<file path="config.mk">
export PLATFORM = sky130hd
export DESIGN_NAME = spi_flash_sequencer
export DESIGN_NICKNAME = d
export VERILOG_FILES = /design/src/rtl/spi_flash_sequencer.sv
export SDC_FILE = /design/constraint.sdc
export NUM_CORES = 2
export LEC_CHECK = 0
export ABC_AREA = 0
export ABC_CLOCK_PERIOD_IN_PS = 4400
export BUFFER_PORTS_ARGS = -buffer_cell sky130_fd_sc_hd__buf_2
export CORE_ASPECT_RATIO = 0.75
export CORE_MARGIN = 2
export CORE_UTILIZATION = 45
export DETAILED_ROUTE_END_ITERATION = 16
export RECOVER_POWER = 25
export SYNTH_ARGS = -nofsm -noshare
export SYNTH_HDL_FRONTEND = slang
export SYNTH_SLANG_ARGS = --single-unit
</file>
<file path="constraint.sdc">
create_clock -name clk -period 4.4 [get_ports clk]
set_input_delay 0 -clock clk [delete_from_list [all_inputs] [get_ports clk]]
set_output_delay 0 -clock clk [all_outputs]
set_load 0.01 [all_outputs]
</file>
<file path="src/rtl/spi_flash_sequencer.sv">
module spi_flash_sequencer #(
  parameter int         SCK_DIV    = 4,
  parameter logic [1:0] ERASE_SIZE = 2'b01
) (
  input  logic        clk,
  input  logic        rst_n,
  input  logic        reg_wr,
  input  logic [4:0]  reg_addr,
  input  logic [31:0] reg_wdata,
  output logic [31:0] reg_rdata,
  output logic        spi_sck,
  output logic        spi_cs_n,
  output logic        spi_mosi,
  input  logic        spi_miso
);

  localparam int HALF = SCK_DIV / 2;
  localparam int CW   = (SCK_DIV > 2) ? $clog2(SCK_DIV) : 1;
  localparam logic [CW-1:0] HALF_END = CW'(HALF - 1);
  localparam logic [CW-1:0] GAP_END  = CW'(SCK_DIV - 1);

  localparam logic [4:0] A_STAT = 5'd0;
  localparam logic [4:0] A_CTRL = 5'd1;
  localparam logic [4:0] A_ADDR = 5'd2;

  localparam logic [1:0] T_READ  = 2'd0;
  localparam logic [1:0] T_RSVD  = 2'd1;
  localparam logic [1:0] T_WRITE = 2'd2;

  typedef enum logic [1:0] {S_IDLE, S_WEN, S_GAP, S_XFER} st_t;

  st_t          st;
  logic         done_f, err_f, ael_f, lock_f;
  logic [1:0]   typ_q;
  logic [5:0]   cnt_q;
  logic [26:0]  addr_q;
  logic [31:0]  buf_q [16];
  logic         sck_q, cs_q;
  logic [7:0]   sh_q, in_q;
  logic [2:0]   bit_q;
  logic [6:0]   byte_q;
  logic [CW-1:0] div_q;

  wire busy    = (st != S_IDLE);
  wire wr_stat = reg_wr && (reg_addr == A_STAT);
  wire wr_ctrl = reg_wr && (reg_addr == A_CTRL);
  wire wr_addr = reg_wr && (reg_addr == A_ADDR);
  wire wr_data = reg_wr && reg_addr[4];
  wire [1:0] w_typ = reg_wdata[2:1];

  wire [6:0] last_idx = (typ_q == T_READ || typ_q == T_WRITE) ? 7'd4 + {1'b0, cnt_q} : 7'd3;
  wire [6:0] nb       = byte_q + 7'd1;
  wire [5:0] bi       = nb[5:0] - 6'd4;
  wire [5:0] ci       = byte_q[5:0] - 6'd4;

  logic [7:0] nbyte;
  always_comb begin
    case (nb)
      7'd1:    nbyte = addr_q[23:16];
      7'd2:    nbyte = addr_q[15:8];
      7'd3:    nbyte = addr_q[7:0];
      default: nbyte = (typ_q == T_WRITE) ? buf_q[bi[5:2]][{bi[1:0], 3'b000} +: 8] : 8'h00;
    endcase
  end

  assign spi_sck  = sck_q;
  assign spi_cs_n = cs_q;
  assign spi_mosi = cs_q ? 1'b0 : sh_q[7];

  always_comb begin
    case (reg_addr)
      A_STAT:  reg_rdata = {16'h0, lock_f, 9'h0, busy, ERASE_SIZE, ael_f, err_f, done_f};
      A_CTRL:  reg_rdata = {18'h0, cnt_q, 5'h0, typ_q, busy};
      A_ADDR:  reg_rdata = {5'h0, addr_q};
      default: reg_rdata = reg_addr[4] ? buf_q[reg_addr[3:0]] : 32'h0;
    endcase
  end

  always_ff @(posedge clk or negedge rst_n) begin
    if (!rst_n) begin
      st     <= S_IDLE;
      done_f <= 1'b0;
      err_f  <= 1'b0;
      ael_f  <= 1'b0;
      lock_f <= 1'b0;
      typ_q  <= '0;
      cnt_q  <= '0;
      addr_q <= '0;
      for (int i = 0; i < 16; i++) buf_q[i] <= '0;
      sck_q  <= 1'b0;
      cs_q   <= 1'b1;
      sh_q   <= '0;
      in_q   <= '0;
      bit_q  <= '0;
      byte_q <= '0;
      div_q  <= '0;
    end else begin
      if (wr_stat) begin
        done_f <= done_f & ~reg_wdata[0];
        err_f  <= err_f  & ~reg_wdata[1];
        ael_f  <= ael_f  & ~reg_wdata[2];
        lock_f <= lock_f |  reg_wdata[15];
      end
      if (wr_addr && !busy) addr_q <= reg_wdata[26:0];
      if (wr_data && !busy) buf_q[reg_addr[3:0]] <= reg_wdata;
      if (wr_ctrl) begin
        if (busy) begin
          if (reg_wdata[0]) ael_f <= 1'b1;
        end else begin
          typ_q <= w_typ;
          cnt_q <= reg_wdata[13:8];
          if (reg_wdata[0]) begin
            if (w_typ == T_RSVD) begin
              err_f <= 1'b1;
            end else begin
              st     <= (w_typ == T_READ) ? S_XFER : S_WEN;
              sh_q   <= (w_typ == T_READ) ? 8'h03 : 8'h06;
              cs_q   <= 1'b0;
              sck_q  <= 1'b0;
              bit_q  <= '0;
              byte_q <= '0;
              div_q  <= '0;
            end
          end
        end
      end

      case (st)
        S_WEN, S_XFER: begin
          if (div_q == HALF_END) begin
            div_q <= '0;
            sck_q <= ~sck_q;
            if (!sck_q) begin
              in_q <= {in_q[6:0], spi_miso};
            end else if (bit_q != 3'd7) begin
              sh_q  <= {sh_q[6:0], 1'b0};
              bit_q <= bit_q + 3'd1;
            end else begin
              bit_q <= '0;
              if (st == S_WEN) begin
                cs_q <= 1'b1;
                st   <= S_GAP;
              end else begin
                if (typ_q == T_READ && byte_q >= 7'd4)
                  buf_q[ci[5:2]][{ci[1:0], 3'b000} +: 8] <= in_q;
                if (byte_q == last_idx) begin
                  cs_q   <= 1'b1;
                  st     <= S_IDLE;
                  done_f <= 1'b1;
                end else begin
                  byte_q <= nb;
                  sh_q   <= nbyte;
                end
              end
            end
          end else begin
            div_q <= div_q + CW'(1);
          end
        end
        S_GAP: begin
          if (div_q == GAP_END) begin
            div_q  <= '0;
            cs_q   <= 1'b0;
            st     <= S_XFER;
            byte_q <= '0;
            sh_q   <= (typ_q == T_WRITE) ? 8'h02 : 8'h20;
          end else begin
            div_q <= div_q + CW'(1);
          end
        end
        default: ;
      endcase
    end
  end

  a_r7_idle_cs_high: assert property (@(posedge clk) disable iff (!rst_n)
    !busy |-> spi_cs_n);

  a_r13_sck_low_outside_frame: assert property (@(posedge clk) disable iff (!rst_n)
    spi_cs_n |-> !spi_sck);

  a_r7_done_with_end: assert property (@(posedge clk) disable iff (!rst_n)
    $fell(busy) |-> (done_f && $rose(spi_cs_n)));

  a_r8_go_busy_logged: assert property (@(posedge clk) disable iff (!rst_n)
    (busy && wr_ctrl && reg_wdata[0]) |=> ael_f);

  a_r10_reserved_no_start: assert property (@(posedge clk) disable iff (!rst_n)
    (!busy && wr_ctrl && reg_wdata[0] && w_typ == T_RSVD) |=> (!busy && err_f && spi_cs_n));

  a_r12_lock_sticky: assert property (@(posedge clk) disable iff (!rst_n)
    lock_f |=> lock_f);

endmodule

</file>
==> flow_summary.toml <==
[run_status]
result_of_the_run = "complete, but fails checks"
violations = "max-capacitance violations, max-slew violations"

[detailed_routing]
drt_antenna_net_count = 0
routed_wire_length_per_instance_um = 31.08
detailroute.via_count = 30157
dr.first_iter.drc_count = 3990
avgViaCountPerCell = 6.812
drt_pass1_iterations = 6
post_detailed_route_drc_marker_count = 0
drt-total-wl_um = 137600

[timing]
hold_viol = 0
timing.max_slew.rel_slack = -1.361
fmax_ghz = 0.2576
finClkSkew_ns = 0.03196
max_slew.worst_pin.slew_ns = 3.542
fin_crit_sh = 0.8823
finalMaxSlewViolations = 542
setup_viol_count_final = 0
final.setup.tns_ns = 0
finalWorstSetupSlack_ns = 0.5179
post_layout_min_period_ns = 3.882
rsz0062_at_grt = "no"
fin_hold_ws_ns = 0.1494

[power_and_ir_drop]
vdd_drop_max_mv = 0.3784
p_leak_nw = 17.05
internal_power_consumption_mw = 9.844
p_per_area_mw_per_mm2 = 361.2
power_frac_clock = 0.382
power_switching_share = 0.3316
comb_power_share = 0.221
seqPwrFrac = 0.396
switching_power_mw = 4.883
post_layout_total_power_mw = 14.73

[cells_and_area]
final-instance-count-excl-fill = 4427
multi_input_comb_area_mm2 = 0.02100
layout-drive-gt1-share = 0.3213
area.growth.synth_to_final_pct = 10.45
layout.cell_area.non_filler_mm2 = 0.04077
final_core_utilization = 0.5043
area.sequential_mm2 = 0.01459
final.fill_count = 7078
nNetsFinal = 3376

[logic_synthesis]
synth-edff-count = 0
synth_seq_area_share = 0.3952
ys_ff_latch = 583
synth_area_per_cell_um2 = 11.01
post_synth_instance_area_mm2 = 0.03691
syn_inst = 3354
postSynthNetCount = 3409
ys_async_sr_fraction = 1.000
synthFlopType = "sky130_fd_sc_hd__dfrtp_1"
ys_types = 71
synthesis.yosys.warnings = 0

[die]
die_area_mm2 = 0.08436
start_util = 0.4566
die_w_um = 334.7
core_mm2 = 0.08085
rows = 90
i_o_pin_count = 76
die_height_um = 252.0

[placement]
dp_worst_setup_slack_ns = 0.6514
dpl.cell_count = 4277
placement.cell_area_mm2 = 0.03834
io_buffers = 75
gp_routability_congestion = 0.9997
hpwlAfterDp_um = 87150

[global_route]
grt_util_all_layers = 0.3237
antenna_found_initial = 2
maximum_number_of_pins_on_one_net_before_global_route_repair = 125
gr-total-overflow = 0
wire_length_of_the_first_global_routing_pass_um = 201600
vias_in_the_first_global_route = 29387

[worst_setup_path]
cp.required_ns = 4.91
worst_r2r_endpoint = "buf_q[382]$_DFF_PN0_"
worst_setup_path_end_kind = "flop"
critPathLaunchType = "flop"
worstRegToRegCells = 8
r2r_setup_slack_ns = 0.52
critPathArrivalTime_ns = 4.39
regToRegStartpoint = "st[1]$_DFF_PN0_"
criticalPathCategory = "reg2reg"
worst-path-max-fanout = 18

[flow_run]
drv_cap = 6

[cts]
clkSlewWorstSetupHoldPaths_ns = 0.07
clockBufferDepth = 3
clock-sinks = 583
cts_hold_buf = 39
clock_tree.htree_level_count = 2
worstSkewPairLatency_ns = 0.68
cts.root.buffer_cell = "sky130_fd_sc_hd__clkbuf_16"
cts_buffers = 61
cts_tree = "built"
post_cts_setup_repair_buffer_count = 0
ctsResizeCount = 0

[worst_hold_path]
hold_path_class = "in2async"
[synth_stat cells (4+ instances only)]
cell | count | share of area
sky130_fd_sc_hd__a31oi_1 | 8 | 0.0014
sky130_fd_sc_hd__inv_1 | 18 | 0.0018
sky130_fd_sc_hd__a22o_1 | 17 | 0.0040
sky130_fd_sc_hd__a222oi_1 | 15 | 0.0041
sky130_fd_sc_hd__o21ai_0 | 341 | 0.046
sky130_fd_sc_hd__dfrtp_1 | 582 | 0.39
sky130_fd_sc_hd__o22ai_1 | 41 | 0.0069
sky130_fd_sc_hd__or3_1 | 6 | 0.0010
sky130_fd_sc_hd__and2_1 | 14 | 0.0024
sky130_fd_sc_hd__xnor2_1 | 4 | 0.00095
sky130_fd_sc_hd__nand2b_1 | 10 | 0.0017
sky130_fd_sc_hd__mux2i_1 | 89 | 0.024
sky130_fd_sc_hd__buf_4 | 15 | 0.0031
sky130_fd_sc_hd__buf_1 | 33 | 0.0034
sky130_fd_sc_hd__nor3_1 | 19 | 0.0026
sky130_fd_sc_hd__nand4_1 | 11 | 0.0019
sky130_fd_sc_hd__a22oi_1 | 4 | 0.00081
sky130_fd_sc_hd__nor4_1 | 6 | 0.0010
sky130_fd_sc_hd__buf_2 | 46 | 0.0062
sky130_fd_sc_hd__nand2_1 | 477 | 0.049
sky130_fd_sc_hd__o31ai_1 | 7 | 0.0014
sky130_fd_sc_hd__nand3_1 | 25 | 0.0034
sky130_fd_sc_hd__a21oi_1 | 194 | 0.026
sky130_fd_sc_hd__a211oi_1 | 56 | 0.011
sky130_fd_sc_hd__buf_6 | 7 | 0.0021
sky130_fd_sc_hd__nor2b_1 | 62 | 0.011
sky130_fd_sc_hd__clkbuf_1 | 216 | 0.022
sky130_fd_sc_hd__a2111oi_0 | 5 | 0.0012
sky130_fd_sc_hd__ha_1 | 14 | 0.0047
sky130_fd_sc_hd__mux2_2 | 467 | 0.14
sky130_fd_sc_hd__and3_1 | 11 | 0.0019
sky130_fd_sc_hd__nor2_1 | 174 | 0.018
sky130_fd_sc_hd__mux4_2 | 297 | 0.18
[power by group through the flow]
stage	sequential, mW	combinational (mW)	clock (mW)
after floorplan	5.73	2.01	0
after global placement	5.90	3.11	0
after detailed placement	5.91	3.16	0
after CTS	5.81	3.20	5.65
after global routing	5.84	3.41	5.86
final	5.84	3.26	5.63
[routing by layer]
metal / routed length [um] / up-vias / track usage
met1: 54230 / 15434 / 0.4428
met5: 11 / - / 0
li1: - / 12399 / -
met3: 16470 / 357 / 0.09415
met2: 60860 / 1965 / 0.4855
met4: 6023 / 2 / 0.1291
[layout make-up]
class | instances | area share
antenna | 1 | 0.00006138
clock buffer | 88 | 0.04459
inverter | 19 | 0.001749
multi-input combinational | 2435 | 0.5150
sequential | 583 | 0.3579
tap | 1058 | 0.03247
timing repair buffer | 221 | 0.04131
clock inverter | 22 | 0.006966
[layout by cell type (no fill, tap or decap), types with 16 or more instances in the layout]
| cell | Yosys | layout |
|---|---|---|
| sky130_fd_sc_hd__clkbuf_16 | 0 | 61 |
| sky130_fd_sc_hd__nor3_1 | 19 | 16 |
| sky130_fd_sc_hd__o22ai_1 | 41 | 41 |
| sky130_fd_sc_hd__inv_1 | 18 | 18 |
| sky130_fd_sc_hd__mux4_2 | 297 | 297 |
| sky130_fd_sc_hd__nand2_1 | 477 | 468 |
| sky130_fd_sc_hd__buf_2 | 46 | 71 |
| sky130_fd_sc_hd__o21ai_0 | 341 | 341 |
| sky130_fd_sc_hd__a22o_1 | 17 | 17 |
| sky130_fd_sc_hd__buf_4 | 15 | 95 |
| sky130_fd_sc_hd__a211oi_1 | 56 | 56 |
| sky130_fd_sc_hd__mux2_2 | 467 | 467 |
| sky130_fd_sc_hd__clkbuf_8 | 0 | 19 |
| sky130_fd_sc_hd__mux2i_1 | 89 | 89 |
| sky130_fd_sc_hd__nand3_1 | 25 | 23 |
| sky130_fd_sc_hd__nor2_1 | 174 | 172 |
| sky130_fd_sc_hd__dfrtp_1 | 582 | 582 |
| sky130_fd_sc_hd__nor2b_1 | 62 | 60 |
| sky130_fd_sc_hd__dlygate4sd3_1 | 0 | 38 |
| sky130_fd_sc_hd__a21oi_1 | 194 | 194 |
[state kept, by name (all words and copies together) (netlist names), 2 cells and up]
name / count
byte_q: 7
sh_q: 8
in_q: 8
cnt_q: 6
st: 2
addr_q: 27
bit_q: 3
buf_q: 512
typ_q: 2
div_q: 2
[critical path: stages (launching register included)]
cell and delay, ns:
sky130_fd_sc_hd__dfrtp_1 0.58, sky130_fd_sc_hd__nor2_2 0.41, sky130_fd_sc_hd__nand3_1 0.28, sky130_fd_sc_hd__nor3_1 0.63
sky130_fd_sc_hd__nand2_2 0.84, sky130_fd_sc_hd__buf_4 0.49, sky130_fd_sc_hd__mux2_2 0.29, sky130_fd_sc_hd__nand2_1 0.07
sky130_fd_sc_hd__o21ai_0 0.10
[kinds of logic (layout without fill, tap and decap cells)]
family,count (synthesis),count (layout),synth area share
flops,583,583,0.3952
compound gates,725,725,0.1133
mux,856,856,0.3496
other cells,0,1,0
buf+inv,336,350,0.03867
fa+ha+maj,14,14,0.004745
simple gates,831,831,0.09555
xor+xnor,9,9,0.002847
[how the worst max path moves through the flow]
stage	slack, ns	startpoint	depth (start not counted)	to
2_1_floorplan	0.83	byte_q[0]$_DFF_PN0_	16	sh_q[2]$_DFF_PN0_
3_3_place_gp	0.63	byte_q[0]$_DFF_PN0_	10	sh_q[6]$_DFF_PN0_
3_5_place_dp	0.65	st[1]$_DFF_PN0_	8	buf_q[382]$_DFF_PN0_
4_1_cts	0.61	st[1]$_DFF_PN0_	8	buf_q[382]$_DFF_PN0_
5_1_grt	0.25	rst_n	3	buf_q[372]$_DFF_PN0_
6_report	0.52	st[1]$_DFF_PN0_	8	buf_q[382]$_DFF_PN0_
Power figures use the tool's default switching activity.
